$ cat config.mk
export PLATFORM = sky130hd
export DESIGN_NAME = precise_exc_ctl
export DESIGN_NICKNAME = d
export VERILOG_FILES = /design/src/rtl/exc_ctl_pkg.sv /design/src/rtl/exc_stage_latch.sv /design/src/rtl/exc_order_resolve.sv /design/src/rtl/exc_redirect_fsm.sv /design/src/rtl/precise_exc_ctl.sv
export SDC_FILE = /design/constraint.sdc
export NUM_CORES = 1
export LEC_CHECK = 0
export BUFFER_PORTS_ARGS = -buffer_cell sky130_fd_sc_hd__buf_2
export CORE_ASPECT_RATIO = 2
export CORE_MARGIN = 3
export CORE_UTILIZATION = 50
export DETAILED_ROUTE_END_ITERATION = 10
export GPL_TIMING_DRIVEN = 0
export PLACE_DENSITY = 0.74
export SLEW_MARGIN = 10
export SYNTH_ARGS = -nofsm -noshare
export SYNTH_HDL_FRONTEND = slang
export SYNTH_HIERARCHICAL = 1
export SYNTH_SLANG_ARGS = --single-unit
$ cat constraint.sdc
create_clock -name clk -period 3.1 [get_ports clk]
set_clock_uncertainty 0.2 [all_clocks]
set_input_delay 0.62 -clock clk [delete_from_list [all_inputs] [get_ports clk]]
set_output_delay 0.62 -clock clk [all_outputs]
set_load 0.02 [all_outputs]
$ cat src/rtl/exc_ctl_pkg.sv
package exc_ctl_pkg;

    typedef enum logic [0:0] {
        ST_RUN,
        ST_FLUSH
    } fetch_state_e;

    typedef enum logic [1:0] {
        EV_NONE,
        EV_EXC,
        EV_IRQ,
        EV_ERET
    } redirect_ev_e;

endpackage

$ cat src/rtl/exc_stage_latch.sv
module exc_stage_latch #(
    parameter int PC_W  = 32,
    parameter int EXC_W = 5
) (
    input  logic             clk,
    input  logic             rst_n,
    input  logic             up_valid,
    input  logic [PC_W-1:0]  up_pc,
    input  logic [EXC_W-1:0] up_exc,
    input  logic             kill,
    output logic             q_valid,
    output logic [PC_W-1:0]  q_pc,
    output logic [EXC_W-1:0] q_exc
);

    logic keep;

    assign keep = up_valid && !kill;

    always_ff @(posedge clk or negedge rst_n) begin
        if (!rst_n) begin
            q_valid <= 1'b0;
            q_pc    <= '0;
            q_exc   <= '0;
        end else begin
            q_valid <= keep;
            q_pc    <= up_pc;
            q_exc   <= keep ? up_exc : '0;
        end
    end

endmodule

$ cat src/rtl/exc_order_resolve.sv
module exc_order_resolve #(
    parameter int EXC_W = 5,
    parameter int NSLOT = 4
) (
    input  logic [NSLOT-1:0]            slot_valid,
    input  logic [NSLOT-1:0][EXC_W-1:0] slot_exc,
    input  logic [NSLOT-1:0][EXC_W-1:0] det_code,
    output logic [NSLOT-1:0][EXC_W-1:0] eff_exc,
    output logic [NSLOT-1:0]            younger_kill,
    output logic                        check_fault
);

    logic [NSLOT-1:0] has_fault;
    logic             behind;

    always_comb begin
        for (int s = 0; s < NSLOT; s++) begin
            if (slot_exc[s] != '0) begin
                eff_exc[s] = slot_exc[s];
            end else if (slot_valid[s]) begin
                eff_exc[s] = det_code[s];
            end else begin
                eff_exc[s] = '0;
            end
            has_fault[s] = slot_valid[s] && (eff_exc[s] != '0);
        end
        behind = 1'b0;
        for (int s = NSLOT-1; s >= 0; s--) begin
            younger_kill[s] = behind;
            behind          = behind | has_fault[s];
        end
        check_fault = has_fault[NSLOT-1];
    end

endmodule

$ cat src/rtl/exc_redirect_fsm.sv
module exc_redirect_fsm
    import exc_ctl_pkg::*;
#(
    parameter int                  PC_W     = 32,
    parameter int                  EXC_W    = 5,
    parameter logic [PC_W-1:0]     HANDLER  = 32'hBFC0_0200,
    parameter logic [PC_W-1:0]     RESET_PC = '0
) (
    input  logic             clk,
    input  logic             rst_n,
    input  logic             me_fault,
    input  logic [EXC_W-1:0] me_code,
    input  logic [PC_W-1:0]  me_pc,
    input  logic [EXC_W-1:0] irq_code,
    input  logic             eret_req,
    input  logic [PC_W-1:0]  resume_pc,
    output logic [PC_W-1:0]  fetch_pc,
    output logic             fetch_valid,
    output logic             priv,
    output logic [EXC_W-1:0] cause,
    output logic [PC_W-1:0]  epc,
    output logic             flush
);

    localparam logic [PC_W-1:0] STEP = PC_W'(4);

    fetch_state_e state_q, state_d;
    redirect_ev_e ev;

    always_comb begin
        if (me_fault) begin
            ev = EV_EXC;
        end else if (!priv && (irq_code != '0)) begin
            ev = EV_IRQ;
        end else if (priv && eret_req) begin
            ev = EV_ERET;
        end else begin
            ev = EV_NONE;
        end
        flush = (ev != EV_NONE);
        unique case (state_q)
            ST_RUN:   state_d = flush ? ST_FLUSH : ST_RUN;
            ST_FLUSH: state_d = flush ? ST_FLUSH : ST_RUN;
            default:  state_d = ST_RUN;
        endcase
    end

    always_ff @(posedge clk or negedge rst_n) begin
        if (!rst_n) begin
            state_q <= ST_RUN;
        end else begin
            state_q <= state_d;
        end
    end

    always_ff @(posedge clk or negedge rst_n) begin
        if (!rst_n) begin
            fetch_pc <= RESET_PC;
            priv     <= 1'b0;
            cause    <= '0;
            epc      <= '0;
        end else begin
            unique case (ev)
                EV_EXC: begin
                    cause    <= me_code;
                    epc      <= me_pc;
                    priv     <= 1'b1;
                    fetch_pc <= HANDLER;
                end
                EV_IRQ: begin
                    cause    <= irq_code;
                    epc      <= resume_pc;
                    priv     <= 1'b1;
                    fetch_pc <= HANDLER;
                end
                EV_ERET: begin
                    priv     <= 1'b0;
                    fetch_pc <= epc;
                end
                EV_NONE: begin
                    if (state_q == ST_RUN) begin
                        fetch_pc <= fetch_pc + STEP;
                    end
                end
                default: begin
                    fetch_pc <= fetch_pc;
                end
            endcase
        end
    end

    assign fetch_valid = (state_q == ST_RUN);


    take_sets_priv_chk: assert property (@(posedge clk) disable iff (!rst_n)
        (me_fault || (!priv && irq_code != '0)) |=> priv);


    redirect_bubble_chk: assert property (@(posedge clk) disable iff (!rst_n)
        me_fault |=> (!fetch_valid && fetch_pc == HANDLER));


    irq_masked_chk: assert property (@(posedge clk) disable iff (!rst_n)
        (priv && !me_fault && !eret_req) |=> (priv && $stable(cause)));


    eret_return_chk: assert property (@(posedge clk) disable iff (!rst_n)
        (priv && eret_req && !me_fault) |=> (!priv && !fetch_valid && fetch_pc == $past(epc)));


    code_msb_chk: assert property (@(posedge clk) disable iff (!rst_n)
        (cause != '0) |-> cause[EXC_W-1]);

endmodule

$ cat src/rtl/precise_exc_ctl.sv
module precise_exc_ctl #(
    parameter int                  PC_W     = 32,
    parameter int                  EXC_W    = 5,
    parameter logic [PC_W/2-1:0]   VEC_HI   = 'hBFC0,
    parameter logic [PC_W/2-1:0]   VEC_LO   = 'h0200,
    parameter logic [PC_W-1:0]     RESET_PC = '0
) (
    input  logic             clk,
    input  logic             rst_n,
    input  logic [EXC_W-1:0] if_fault_code,
    input  logic [EXC_W-1:0] id_fault_code,
    input  logic [EXC_W-1:0] ex_fault_code,
    input  logic [EXC_W-1:0] me_fault_code,
    input  logic [EXC_W-1:0] irq_code,
    input  logic             eret_req,
    output logic [PC_W-1:0]  fetch_pc_o,
    output logic             fetch_valid_o,
    output logic             priv_o,
    output logic [EXC_W-1:0] cause_o,
    output logic [PC_W-1:0]  epc_o,
    output logic             wb_valid_o,
    output logic [PC_W-1:0]  wb_pc_o
);

    localparam int              NCHK    = 4;
    localparam int              NSLOT   = NCHK + 1;
    localparam int              ME_IDX  = NCHK - 1;
    localparam logic [PC_W-1:0] HANDLER = {VEC_HI, VEC_LO};

    logic             s_valid [NSLOT];
    logic [PC_W-1:0]  s_pc    [NSLOT];
    logic [EXC_W-1:0] s_exc   [NSLOT];

    logic [NCHK-1:0]            chk_valid;
    logic [NCHK-1:0][EXC_W-1:0] chk_exc;
    logic [NCHK-1:0][EXC_W-1:0] det_code;
    logic [NCHK-1:0][EXC_W-1:0] eff_exc;
    logic [NCHK-1:0]            younger_kill;
    logic [NCHK-1:0]            lat_kill;
    logic                       me_fault;
    logic                       flush;
    logic [PC_W-1:0]            resume_pc;
    logic [PC_W-1:0]            fetch_pc;
    logic                       fetch_valid;

    assign det_code = {me_fault_code, ex_fault_code, id_fault_code, if_fault_code};

    assign s_valid[0] = fetch_valid;
    assign s_pc[0]    = fetch_pc;
    assign s_exc[0]   = '0;

    always_comb begin
        for (int i = 0; i < NCHK; i++) begin
            chk_valid[i] = s_valid[i];
            chk_exc[i]   = s_exc[i];
            lat_kill[i]  = (i == ME_IDX) ? me_fault : (younger_kill[i] || flush);
        end
    end

    exc_order_resolve #(
        .EXC_W (EXC_W),
        .NSLOT (NCHK)
    ) u_resolve (
        .slot_valid   (chk_valid),
        .slot_exc     (chk_exc),
        .det_code     (det_code),
        .eff_exc      (eff_exc),
        .younger_kill (younger_kill),
        .check_fault  (me_fault)
    );

    for (genvar g = 0; g < NCHK; g++) begin : g_lat
        exc_stage_latch #(
            .PC_W  (PC_W),
            .EXC_W (EXC_W)
        ) u_lat (
            .clk      (clk),
            .rst_n    (rst_n),
            .up_valid (s_valid[g]),
            .up_pc    (s_pc[g]),
            .up_exc   (eff_exc[g]),
            .kill     (lat_kill[g]),
            .q_valid  (s_valid[g+1]),
            .q_pc     (s_pc[g+1]),
            .q_exc    (s_exc[g+1])
        );
    end

    always_comb begin
        if (s_valid[2]) begin
            resume_pc = s_pc[2];
        end else if (s_valid[1]) begin
            resume_pc = s_pc[1];
        end else begin
            resume_pc = fetch_pc;
        end
    end

    exc_redirect_fsm #(
        .PC_W     (PC_W),
        .EXC_W    (EXC_W),
        .HANDLER  (HANDLER),
        .RESET_PC (RESET_PC)
    ) u_fsm (
        .clk         (clk),
        .rst_n       (rst_n),
        .me_fault    (me_fault),
        .me_code     (eff_exc[ME_IDX]),
        .me_pc       (s_pc[ME_IDX]),
        .irq_code    (irq_code),
        .eret_req    (eret_req),
        .resume_pc   (resume_pc),
        .fetch_pc    (fetch_pc),
        .fetch_valid (fetch_valid),
        .priv        (priv_o),
        .cause       (cause_o),
        .epc         (epc_o),
        .flush       (flush)
    );

    assign fetch_pc_o    = fetch_pc;
    assign fetch_valid_o = fetch_valid;
    assign wb_valid_o    = s_valid[NCHK];
    assign wb_pc_o       = s_pc[NCHK];


    retire_clean_chk: assert property (@(posedge clk) disable iff (!rst_n)
        wb_valid_o |-> (s_exc[NCHK] == '0));


    me_fault_dropped_chk: assert property (@(posedge clk) disable iff (!rst_n)
        me_fault |=> !wb_valid_o);

endmodule

## Yosys cells after proc, flatten, opt, wreduce, memory -nomap -nowiden

Cells that the tools add are included.

- Register bits: 218

- Multiplexer cells: 21
- Bitwise logic cells: 3
- Reductions and logical operators: 29
- Add/sub/neg operators: 1
- Equal/unequal tests: 4

Operator list:

| kind | count |
|---|---|
| 32-bit 2-to-1 mux | 3 |
| 32-bit one-hot mux with 3 select lines | 1 |
| 32-bit one-hot mux with 2 select lines | 1 |
| 5-bit 2-to-1 mux | 10 |
| 5-bit nonzero test | 7 |
| 32-bit by 3-bit adder with 32-bit output (second input constant) | 1 |
| 5-bit one-hot mux with 2 select lines | 1 |
| 1-bit logical AND | 9 |
| 2-bit 2-to-1 mux | 3 |
| 2-bit nonzero test | 3 |
| 1-bit zero test | 5 |
| 2-bit equality test (second input constant) | 2 |
| 1-bit logical OR | 3 |
| 2-bit by 1-bit equality test with 1-bit output (second input constant) | 1 |
| 2-bit zero test | 1 |
| 2-bit != test (second input constant) | 1 |
| 1-bit OR | 2 |
| 1-bit one-hot mux with 2 select lines | 1 |
| 2-bit OR reduction | 1 |
| 1-bit 2-to-1 mux | 1 |
| 1-bit inverter | 1 |

## Depth between registers and ports, before layout

Gate-level depths: netlist of run 1.

- Depth after elaboration: 10
- Gate-level depth with buffers: 11
- Mapped depth without buffers: 9

## Cells and area by module

The synthesis of run 1 kept the hierarchy.

By module, submodules not included:

| module | times used | area an instance (um^2) | sequential area each (um^2) | cells an instance |
|---|---|---|---|---|
| exc_stage_latch | 4 | 1001.0 | 950.9 | 44 |
| exc_redirect_fsm | 1 | 3897.5 | 1776.7 | 426 |
| precise_exc_ctl | 1 | 737.0 | 0.0 | 111 |
| exc_order_resolve | 1 | 319.1 | 0.0 | 45 |

## Worst setup path after synthesis of run 1

OpenSTA, ideal clock, no wires.

- Kind: input port to flip-flop
- From: input me_fault_code[3]
- To: register u_fsm.fetch_pc[14]
- Data arrival time: 2898 ps
- Path buffers: 3
- Slack: -65 ps
- Stages: 11
- Path through: nor4_1 a31oi_1 a221o_1 ha_1 clkbuf_1 nor2b_1 and2_1 clkbuf_1 clkbuf_1 a22oi_1 nand2_1

- Word-level cells in the longest chain between the ends: 8

Ends and longest elaborated chain:

| element | RTL line | RTL |
|---|---|---|
| start: declaration | precise_exc_ctl.sv:13 | `input logic [EXC_W-1:0] me_fault_code,` |
| 5-bit 2-to-1 mux (*) | exc_order_resolve.sv:20 | `end else if (slot_valid[s]) begin` |
| 5-bit 2-to-1 mux (*) | exc_order_resolve.sv:18 | `if (slot_exc[s] != '0) begin` |
| 5-bit nonzero test (*) | exc_order_resolve.sv:25 | `has_fault[s] = slot_valid[s] && (eff_exc[s] != '0);` |
| 1-bit logical AND (*) | exc_order_resolve.sv:25 |  |
| via lat_kill[3] | precise_exc_ctl.sv:39 | `logic [NCHK-1:0] lat_kill;` |
| 2-bit 2-to-1 mux (*) | exc_redirect_fsm.sv:31 | `if (me_fault) begin` |
| 2-bit by 1-bit equality test with 1-bit output / 2-bit equality test (equally long branches) | exc_redirect_fsm.sv:63 | `unique case (ev)` |
| 2-bit OR reduction (no line) | n/a |  |
| 32-bit one-hot mux with 3 select lines | exc_redirect_fsm.sv:63 |  |
| end signal: assignment | exc_redirect_fsm.sv:78 | `fetch_pc <= epc;` |
| end signal: assignment | exc_redirect_fsm.sv:82 | `fetch_pc <= fetch_pc + STEP;` |
| end signal: assignment | exc_redirect_fsm.sv:86 | `fetch_pc <= fetch_pc;` |
| end: declaration | exc_redirect_fsm.sv:17 | `output logic [PC_W-1:0] fetch_pc,` |

Mark *: on every way through the listed nets, which the timed path passes. The rest lies on a longest branch.
A chain may end at the register's enable or synchronous reset.

## Worst setup path in the final report of run 1

- From: register g_lat[2].u_lat.q_exc[3]
- To: register u_fsm.epc[16]

- Word-level cells in the longest chain between the ends: 7

Ends and longest elaborated chain:

| element | RTL line | RTL |
|---|---|---|
| start: declaration | exc_stage_latch.sv:13 | `output logic [EXC_W-1:0] q_exc` |
| start signal: assignment | exc_stage_latch.sv:28 | `q_exc <= keep ? up_exc : '0;` |
| 5-bit nonzero test | exc_order_resolve.sv:18 |  |
| 5-bit 2-to-1 mux (*) | exc_order_resolve.sv:18 |  |
| 5-bit nonzero test (*) | exc_order_resolve.sv:25 |  |
| 1-bit logical AND (*) | exc_order_resolve.sv:25 |  |
| via lat_kill[3] | precise_exc_ctl.sv:39 |  |
| 2-bit 2-to-1 mux (*) | exc_redirect_fsm.sv:31 |  |
| 2-bit equality test / 2-bit by 1-bit equality test with 1-bit output (equally long branches) | exc_redirect_fsm.sv:63 |  |
| 32-bit one-hot mux with 2 select lines / 2-bit nonzero test (equally long branches) | n/a |  |
| end signal: assignment | exc_redirect_fsm.sv:66 | `epc <= me_pc;` |
| end signal: assignment | exc_redirect_fsm.sv:72 | `epc <= resume_pc;` |
| end: declaration | exc_redirect_fsm.sv:21 | `output logic [PC_W-1:0] epc,` |

Marks and branches as above.

==> results of run 1 <==
flip-flops by register name, indices dropped and copies added, names as in the netlist:
register	count
g_lat.u_lat/q_pc	128
u_fsm/epc	32
u_fsm/fetch_pc	32
g_lat.u_lat/q_exc	15
u_fsm/cause	5
g_lat.u_lat/q_valid	4
u_fsm/priv	1
u_fsm/state_q	1
worst register-to-register path, stage by stage, from the launching register on:
cell     delay [ns]
dfrtp_1        0.42
nor4_4         0.41
a31oi_4        0.19
a221o_1        0.33
inv_1          0.09
ha_2           0.39
buf_2          0.47
mux2i_1        0.29
a21oi_1        0.11
placed cells by master (no fill, tap or decap), types with 7 or more instances in the layout:
| cell | n |
|---|---|
| nand3_1 | 10 |
| mux2i_1 | 70 |
| a21o_1 | 20 |
| nor2_1 | 57 |
| conb_1 | 10 |
| a22oi_1 | 11 |
| nand4_1 | 9 |
| o21ai_0 | 26 |
| clkbuf_16 | 19 |
| dfrtp_1 | 218 |
| inv_1 | 10 |
| nand2_1 | 66 |
| nor3_1 | 8 |
| clkbuf_1 | 7 |
| a21oi_1 | 60 |
| and3b_1 | 15 |
| clkbuf_2 | 10 |
| o21ai_1 | 29 |
| buf_2 | 144 |
power by group through the flow:
stage                     Sequential [mW]  Clock, mW  Combinational, mW
after detailed placement             4.27          0               2.32
after CTS                            4.22       2.62               2.35
after floorplan                      4.60          0              0.941
final                                4.21       2.56               2.35
after global placement               4.24          0               2.27
after global routing                 4.32       2.73               2.54
path summary, 6_finish.rpt:
| kind | slack, ns | endpoint | depth (start not counted) | start |
|---|---|---|---|---|
| worst min register to register | 0.17 | g_lat[1].u_lat/q_pc[9] | 0 | g_lat[0].u_lat/q_pc[9] |
| worst min-delay path | 0.17 | g_lat[1].u_lat/q_pc[9] | 0 | g_lat[0].u_lat/q_pc[9] |
| max in group asynchronous | 1.12 | g_lat[3].u_lat/q_pc[13] | 4 | rst_n |
| worst max register to register | 0.06 | u_fsm/epc[16] | 8 | g_lat[2].u_lat/q_exc[3] |
| worst max-delay path | 0.06 | u_fsm/epc[16] | 8 | g_lat[2].u_lat/q_exc[3] |
| min in group asynchronous | 0.43 | g_lat[3].u_lat/q_pc[4] | 2 | rst_n |
per-layer routing:
| metal | vias to the layer above | global-route usage (%) | part of all wire [%] | routed length, um |
|---|---|---|---|---|
| met5 | - | 0 | 0 | 0 |
| met4 | 0 | 10.6 | 4.2 | 944 |
| met3 | 64 | 2.78 | 5.0 | 1120 |
| met2 | 219 | 43.3 | 55 | 12400 |
| met1 | 3211 | 27.1 | 36 | 8150 |
| li1 | 2980 | - | - | - |
final cells by class:
| class | count | area, um2 | share of cell area, % |
|---|---|---|---|
| Timing Repair Buffer | 135 | 738 | 7.00 |
| Sequential cell | 218 | 5460 | 51.7 |
| Tap cell | 207 | 259 | 2.46 |
| Clock buffer | 26 | 542 | 5.14 |
| Clock inverter | 5 | 125 | 1.19 |
| Multi-Input combinational cell | 489 | 3170 | 30.0 |
| Buffer | 34 | 221 | 2.10 |
| Inverter | 10 | 37.5 | 0.356 |
per-stage QoR:
step	power [mW]	hold WS, ns
4_1_cts	9.19	0.174
5_1_grt	9.58	0.182
6_report	9.12	0.171
3_3_place_gp	6.51	0.155
3_5_place_dp	6.59	0.160
2_1_floorplan	5.54	0.124
what timing repair did:
| action | in CTS | in global routing |
|---|---|---|
| gates resized for setup | 24 | 17 |
| buffers inserted | 1 | 0 |
| hold buffers | 1 | 0 |
| endpoints found under the hold margin | 50 | 0 |
| setup endpoints to repair | 85 | 77 |
| pin swaps | 1 | 0 |
==> results.toml, run 1 <==
[power]
p_per_area_nw_per_um2 = 865
seqPwrFrac_pct = 46.2
leakagePower_nw = 5.17
power.share.clock_pct = 28.1
vdd_drop_max_uv = 536
switching_share_pct = 34.6
combPwrFrac_pct = 25.7
p_int_mw = 5.97
p_sw_mw = 3.16

[worst_setup_path]
crit_family = "compound AO/OA/AOI/OAI gates"
critPathBufInv = 2
cp_slowest_cell = "buf_2"
path_max_fanout = 10
start_kind = "flip-flop"
endpoint_kind = "flip-flop"
crit_chain = "nor4_4, a31oi_4, a221o_1, inv_1, ha_2, buf_2, mux2i_1, a21oi_1"
critPathKind = "reg -> reg"
required_ns = 3.25
worstPathArrival_ns = 3.19
crit_path_max_incr_delay_ns = 0.47

[drt]
wirelength_mm = 22.6
vias = 6474
drt_first_pass_iters = 5
ant_nets = 0
drc = 0
initialDrtViolationCount = 375
vias_per_cell = 5.76
post_drt_wl_per_cell_um = 20.1

[sta]
worst_slack_ns = 0.0585
finalCriticalPeriod_ns = 3.04
tightest_slew_ns = 0.929
final.setup.tns_ns = 0
fmax_mhz = 329
max_slew_margin_pct = 38.0
rsz0062_at_grt = "yes"
timing.final.hold_violations = 0
maxSlewViolCount = 0
finalCritPeriodShare_pct = 98.1
finalSetupViolCount = 0

[worst_hold_path]
hold_path_class = "reg -> reg"

[synthesis]
syn_avg_cell_area_um2 = 11.8
syn_area_um2 = 8780
yosysWarnings = 6
syn_inst = 746

[flow_run]
drv_cap = 0

[global_route]
grt_pass1_wl_mm = 36.3
antenna_found_initial = 0
gr-total-overflow = 0
grtUsageTotal_pct = 23.7
grt_pass1_vias = 6839
grt_max_degree = 99

[cells_and_area]
nets = 939
fin_util_pct = 62.0
final_area_um2 = 10500
area_growth_pct = 20.2
fill_cells = 1409
drive_gt1_share_pct = 24.0
final_cells = 1124
antenna_cells = 0

[placed_design]
routabilityCongestion = 0.896
place_area_um2 = 9790
place_inst = 1095
pre_cts_ws_ns = -1.04
hpwl_mm = 16.0
io_buffer_count = 131

[die]
start_util_pct = 51.6
std_cell_rows = 67
fp.coreArea_um2 = 17000
die_h_um = 193
io_pins = 132
die_area_um2 = 19300
die_x_um = 99.7

[clock_network]
clkLatencyLatePin_ns = 0.49
cts_root_buf = "clkbuf_16"
clock_path_buffers = 3
h-tree-depth = 1
cts.sinks = 218
path_clk_slew_ns = 0.07
cts_buffers = 19
cts_tree = "yes"

[outcome]
run_status = "finished clean"
Note: power is estimated with default switching activity, not from simulation.
==> run 2, diff against run 1 <==
--- a/config.mk
+++ b/config.mk
@@ -9,6 +9,7 @@
 export CORE_ASPECT_RATIO = 2
 export CORE_MARGIN = 3
 export CORE_UTILIZATION = 50
+export CTS_BUF_LIST = sky130_fd_sc_hd__clkbuf_4 sky130_fd_sc_hd__clkbuf_8 sky130_fd_sc_hd__clkbuf_16
 export DETAILED_ROUTE_END_ITERATION = 10
 export GPL_TIMING_DRIVEN = 0
 export PLACE_DENSITY = 0.74
==> run 2 against run 1 <==
Compared with the run above: worst setup slack got worse by 0.022 ns; hold slack got worse by 0.00087 ns; register-to-register slack got worse by 0.02 ns; sequential cell count unchanged; routed wire length decreased by 0.12%; power increased by 0.31%; via count increased by 0.40%; sequential power about the same; clock-buffer cell count unchanged; largest power group unchanged; largest cell class unchanged; clock power about the same; fmax decreased by 0.73%; first-iteration DRC count decreased by 0.80%.
==> results.toml, run 2 (same netlist as run 1, synthesis figures left out) <==
[sta]
finalCriticalPeriod_ns = 3.06
finalSetupViolCount = 0
hold_slack_ns = 0.171
timing.final.hold_violations = 0
tightest_slew_ns = 0.927
rsz0062_at_grt = "yes"
finalCritPeriodShare_pct = 98.8
maxSlewViolCount = 0
max_slew_margin_pct = 38.2
fmax_mhz = 326

[clock_network]
cts_tree = "yes"
cts_buffers = 19
clock_path_buffers = 3
clkLatencyLatePin_ns = 0.48
path_clk_slew_ns = 0.07
h-tree-depth = 1
cts_root_buf = "clkbuf_16"
cts.sinks = 218

[die]
die_x_um = 99.7
die_area_um2 = 19300
fp.coreArea_um2 = 17000
std_cell_rows = 67
io_pins = 132
die_h_um = 193
start_util_pct = 51.6

[drt]
drc = 0
vias = 6500
ant_nets = 0
drt_first_pass_iters = 5
wirelength_mm = 22.5
post_drt_wl_per_cell_um = 20.1
vias_per_cell = 5.78
initialDrtViolationCount = 372

[worst_setup_path]
start_kind = "flip-flop"
critPathMostFrequentCell = "o21ai_0"
crit_path_max_incr_delay_ns = 0.49
endpoint_kind = "flip-flop"
critPathBufInv = 1
required_ns = 3.27
crit_chain = "nor4_4, a31oi_4, a221o_1, ha_2, clkbuf_2, nor2_1, o21ai_0, o21ai_0, a22o_1"
worstPathArrival_ns = 3.23
cp_slowest_cell = "ha_2"
critPathKind = "reg -> reg"
path_max_fanout = 10
crit_family = "compound AO/OA/AOI/OAI gates"

[global_route]
grtUsageTotal_pct = 23.7
grt_pass1_vias = 6842
gr-total-overflow = 0
antenna_found_initial = 0
grt_pass1_wl_mm = 36.3
grt_max_degree = 99

[cells_and_area]
final_common_cell = "dfrtp_1"
largest_reg_flops = 128
antenna_cells = 0
layout_common_cells = "218 x dfrtp_1, 144 x buf_2, 70 x mux2i_1, 66 x nand2_1, 60 x a21oi_1"
fin_util_pct = 62.0
final_cells = 1124
drive_gt1_share_pct = 24.3
area_growth_pct = 20.3
largestRegisters = "g_lat.u_lat/q_pc: 128 flops, u_fsm/epc: 32 flops, u_fsm/fetch_pc: 32 flops"
largest_register = "g_lat.u_lat/q_pc"
nets = 939
final_area_um2 = 10600

[placed_design]
place_inst = 1095
place_area_um2 = 9790
hpwl_mm = 16.0
routabilityCongestion = 0.896
io_buffer_count = 131

[power]
vdd_drop_max_uv = 536
leakagePower_nw = 5.18
p_per_area_nw_per_um2 = 866
power_mw = 9.15

[worst_hold_path]
hold_path_class = "reg -> reg"

[flow_run]
drv_cap = 0

[outcome]
run_status = "finished clean"
## run 2: path summary, 6_finish.rpt
check	startpoint	to	slack, ns	cells past startpoint
setup / recovery	g_lat[2].u_lat/q_exc[3]	u_fsm/fetch_pc[4]	0.04	9
hold / removal	g_lat[0].u_lat/q_pc[9]	g_lat[1].u_lat/q_pc[9]	0.17	0
setup reg to reg	g_lat[2].u_lat/q_exc[3]	u_fsm/fetch_pc[4]	0.04	9
hold reg to reg	g_lat[0].u_lat/q_pc[9]	g_lat[1].u_lat/q_pc[9]	0.17	0
max in group asynchronous	rst_n	g_lat[3].u_lat/q_pc[13]	1.12	4
min in group asynchronous	rst_n	g_lat[3].u_lat/q_pc[4]	0.42	2
## run 2: final cells by class
class | instances | area (um2)
clock inverters | 5 | 125
flip-flops and latches | 218 | 5460
well taps | 207 | 259
clock buffers | 26 | 553
multi-input cells | 489 | 3170
plain buffers | 34 | 221
fillers | 1405 | 6460
repair buffers | 135 | 738
inverters | 10 | 37.5
## run 2: power by group
part	switching (mW)	internal (mW)	leakage [nW]
clock network	1.01	1.58	0.337
logic	1.51	0.837	2.02
registers	0.637	3.58	2.82
total	3.16	5.99	5.18
## run 2: what timing repair did
action / in CTS / in global routing
buffers inserted: 1 / 0
pin swaps: 1 / 0
setup endpoints to repair: 85 / 77
hold endpoints to repair: 50 / 0
hold buffers: 1 / 0
gates resized for setup: 24 / 17
## run 2: layer usage
layer,track usage [%],wire (um),share of wire [%]
met4,10.6,953,4.2
met5,0,0,0
met2,43.3,12300,55
met1,27.1,8170,36
met3,2.78,1080,4.8
## run 2: through the flow
step	setup TNS [ns]	setup slack [ns]
final	0	0.0362
after global routing	-0.0268	-0.0241
after CTS	0	0.0223
after detailed placement	-56.70	-1.04
after global placement	-565.37	-2.37
after floorplan	0	0.00615
==> run 3, diff against run 2 <==
--- a/config.mk
+++ b/config.mk
@@ -5,6 +5,7 @@
 export SDC_FILE = /design/constraint.sdc
 export NUM_CORES = 1
 export LEC_CHECK = 0
+export ABC_AREA = 1
 export BUFFER_PORTS_ARGS = -buffer_cell sky130_fd_sc_hd__buf_2
 export CORE_ASPECT_RATIO = 2
 export CORE_MARGIN = 3
==> run 3 against run 2 <==
Compared with the run above: clock power down 11%; area after synthesis is 7.6% higher; clock-buffer cell count is 5 higher; critical path type unchanged; critical endpoint is now u_fsm/fetch_pc[23]; largest cell class unchanged.
==> results.toml, run 3 <==
[outcome]
run_status = "finished clean"

[power]
leakagePower_nw = 5.92
p_per_area_nw_per_um2 = 757
vdd_drop_max_uv = 528

[global_route]
grt_max_degree = 78
grtUsageTotal_pct = 24.9
grt_pass1_vias = 7754
grt_pass1_wl_mm = 40.2
gr-total-overflow = 0
antenna_found_initial = 1

[cells_and_area]
largestRegisters = "g_lat.u_lat/q_pc: 128 flops, u_fsm/epc: 32 flops, u_fsm/fetch_pc: 32 flops"
largest_reg_flops = 128
nets = 1299
layout_common_cells = "321 x nand2_1, 217 x dfrtp_1, 138 x inv_1, 137 x buf_2, 108 x nor2_1"
largest_register = "g_lat.u_lat/q_pc"
area_growth_pct = 18.0
drive_gt1_share_pct = 20.0
final_common_cell = "nand2_1"
final_area_um2 = 11100

[drt]
wirelength_mm = 25.1
vias_per_cell = 5.25
ant_nets = 0
initialDrtViolationCount = 481
drt_first_pass_iters = 5
drc = 0
post_drt_wl_per_cell_um = 16.8
vias = 7847

[flow_run]
drv_cap = 0

[die]
fp.coreArea_um2 = 18400
die_h_um = 200
start_util_pct = 51.3
io_pins = 132
die_area_um2 = 20700
die_x_um = 103
std_cell_rows = 70

[clock_network]
cts_tree = "yes"
clkLatencyLatePin_ns = 0.49
cts_buffers = 19
path_clk_slew_ns = 0.06
cts.sinks = 218
cts_root_buf = "clkbuf_16"
h-tree-depth = 1
clock_path_buffers = 3

[synthesis]
syn_area_um2 = 9440
syn_inst = 1103
yosysWarnings = 6
syn_avg_cell_area_um2 = 8.56

[worst_setup_path]
endpoint_kind = "flip-flop"
required_ns = 3.28
critPathKind = "reg -> reg"
cp_slowest_cell = "dfrtp_1"
worstPathArrival_ns = 3.13
path_max_fanout = 10
crit_path_max_incr_delay_ns = 0.39
start_kind = "flip-flop"
crit_chain = "nor2_2, nand3_4, o21bai_2, nor2_1, nand3_2, nand2_2, inv_2, a21oi_2, ha_1, buf_4, nand2_2, inv_4, nor2_8, inv_1, buf_4, a21oi_1, a21oi_1"

[placed_design]
routabilityCongestion = 0.970
place_area_um2 = 10500
io_buffer_count = 131
hpwl_mm = 18.2

[sta]
final.setup.tns_ns = 0
maxSlewViolCount = 0
max_slew_margin_pct = 56.4
timing.final.hold_violations = 0
rsz0062_at_grt = "no"
tightest_slew_ns = 0.654
fmax_mhz = 339
finalCritPeriodShare_pct = 95.1
finalSetupViolCount = 0
finalCriticalPeriod_ns = 2.95

[worst_hold_path]
hold_path_class = "reg -> reg"
-- run 3: metrics by stage --
stage               hold slack, ns  setup WS [ns]  power [mW]  instances  utilization, %
floorplan                    0.124          0.441        5.19       1110               -
global placement             0.153          -2.36        6.07       1457            56.5
detailed placement           0.158         -0.520        6.14       1459            56.9
CTS                          0.170        0.00602        8.47       1492            60.3
global route                 0.180        0.00904        8.90       1495            60.6
finish                       0.168          0.152        8.44       1495            60.6
-- run 3: power breakdown --
group	internal, mW	leakage (nW)	switching, mW
logic	0.694	2.81	1.48
registers	3.45	2.81	0.499
clock network	1.30	0.304	1.01
-- run 3: area by class of cell --
cell class	instances	area, um2
Buffer	39	258
Inverter	147	563
Sequential cell	218	5460
Clock inverter	1	8.76
Tap cell	216	270
Antenna cell	1	2.50
Timing Repair Buffer	136	746
Clock buffer	31	591
Fill cell	1632	7250
Multi-Input combinational cell	706	3250
-- run 3: timing repair --
action,in CTS,in global routing
pin swaps,0,1
hold endpoints to repair,76,0
hold buffers,1,0
gates resized for setup,9,23
setup endpoints to repair,48,76
buffers inserted,0,2
-- run 3: routing by layer --
metal / global-route usage (%) / part of all wire [%] / wire [um]
met1: 27.7 / 35 / 8720
met2: 44.1 / 54 / 13700
met3: 4.53 / 5.7 / 1430
met4: 11.8 / 5.1 / 1270
met5: 0 / 0 / 0
-- run 3: final timing paths --
path | slack (ns) | from | to | depth (start not counted)
min in group asynchronous | 0.51 | rst_n | g_lat[3].u_lat/q_pc[31] | 2
max in group asynchronous | 1.11 | rst_n | g_lat[3].u_lat/q_pc[20] | 4
min reg2reg | 0.17 | g_lat[1].u_lat/q_pc[29] | g_lat[2].u_lat/q_pc[29] | 0
max reg2reg | 0.15 | g_lat[2].u_lat/q_exc[0] | u_fsm/fetch_pc[23] | 17
max | 0.15 | g_lat[2].u_lat/q_exc[0] | u_fsm/fetch_pc[23] | 17
min | 0.17 | g_lat[1].u_lat/q_pc[29] | g_lat[2].u_lat/q_pc[29] | 0
-- run 3: critical path, delay by kind of cell, from the launching register on --
family	cells	cell delay, ns
adder cells (fa/ha/maj)	1	0.20
buffers and inverters	5	0.68
flip-flops	1	0.39
AND/OR/NAND/NOR	7	0.87
AO/OA/AOI/OAI	4	0.47
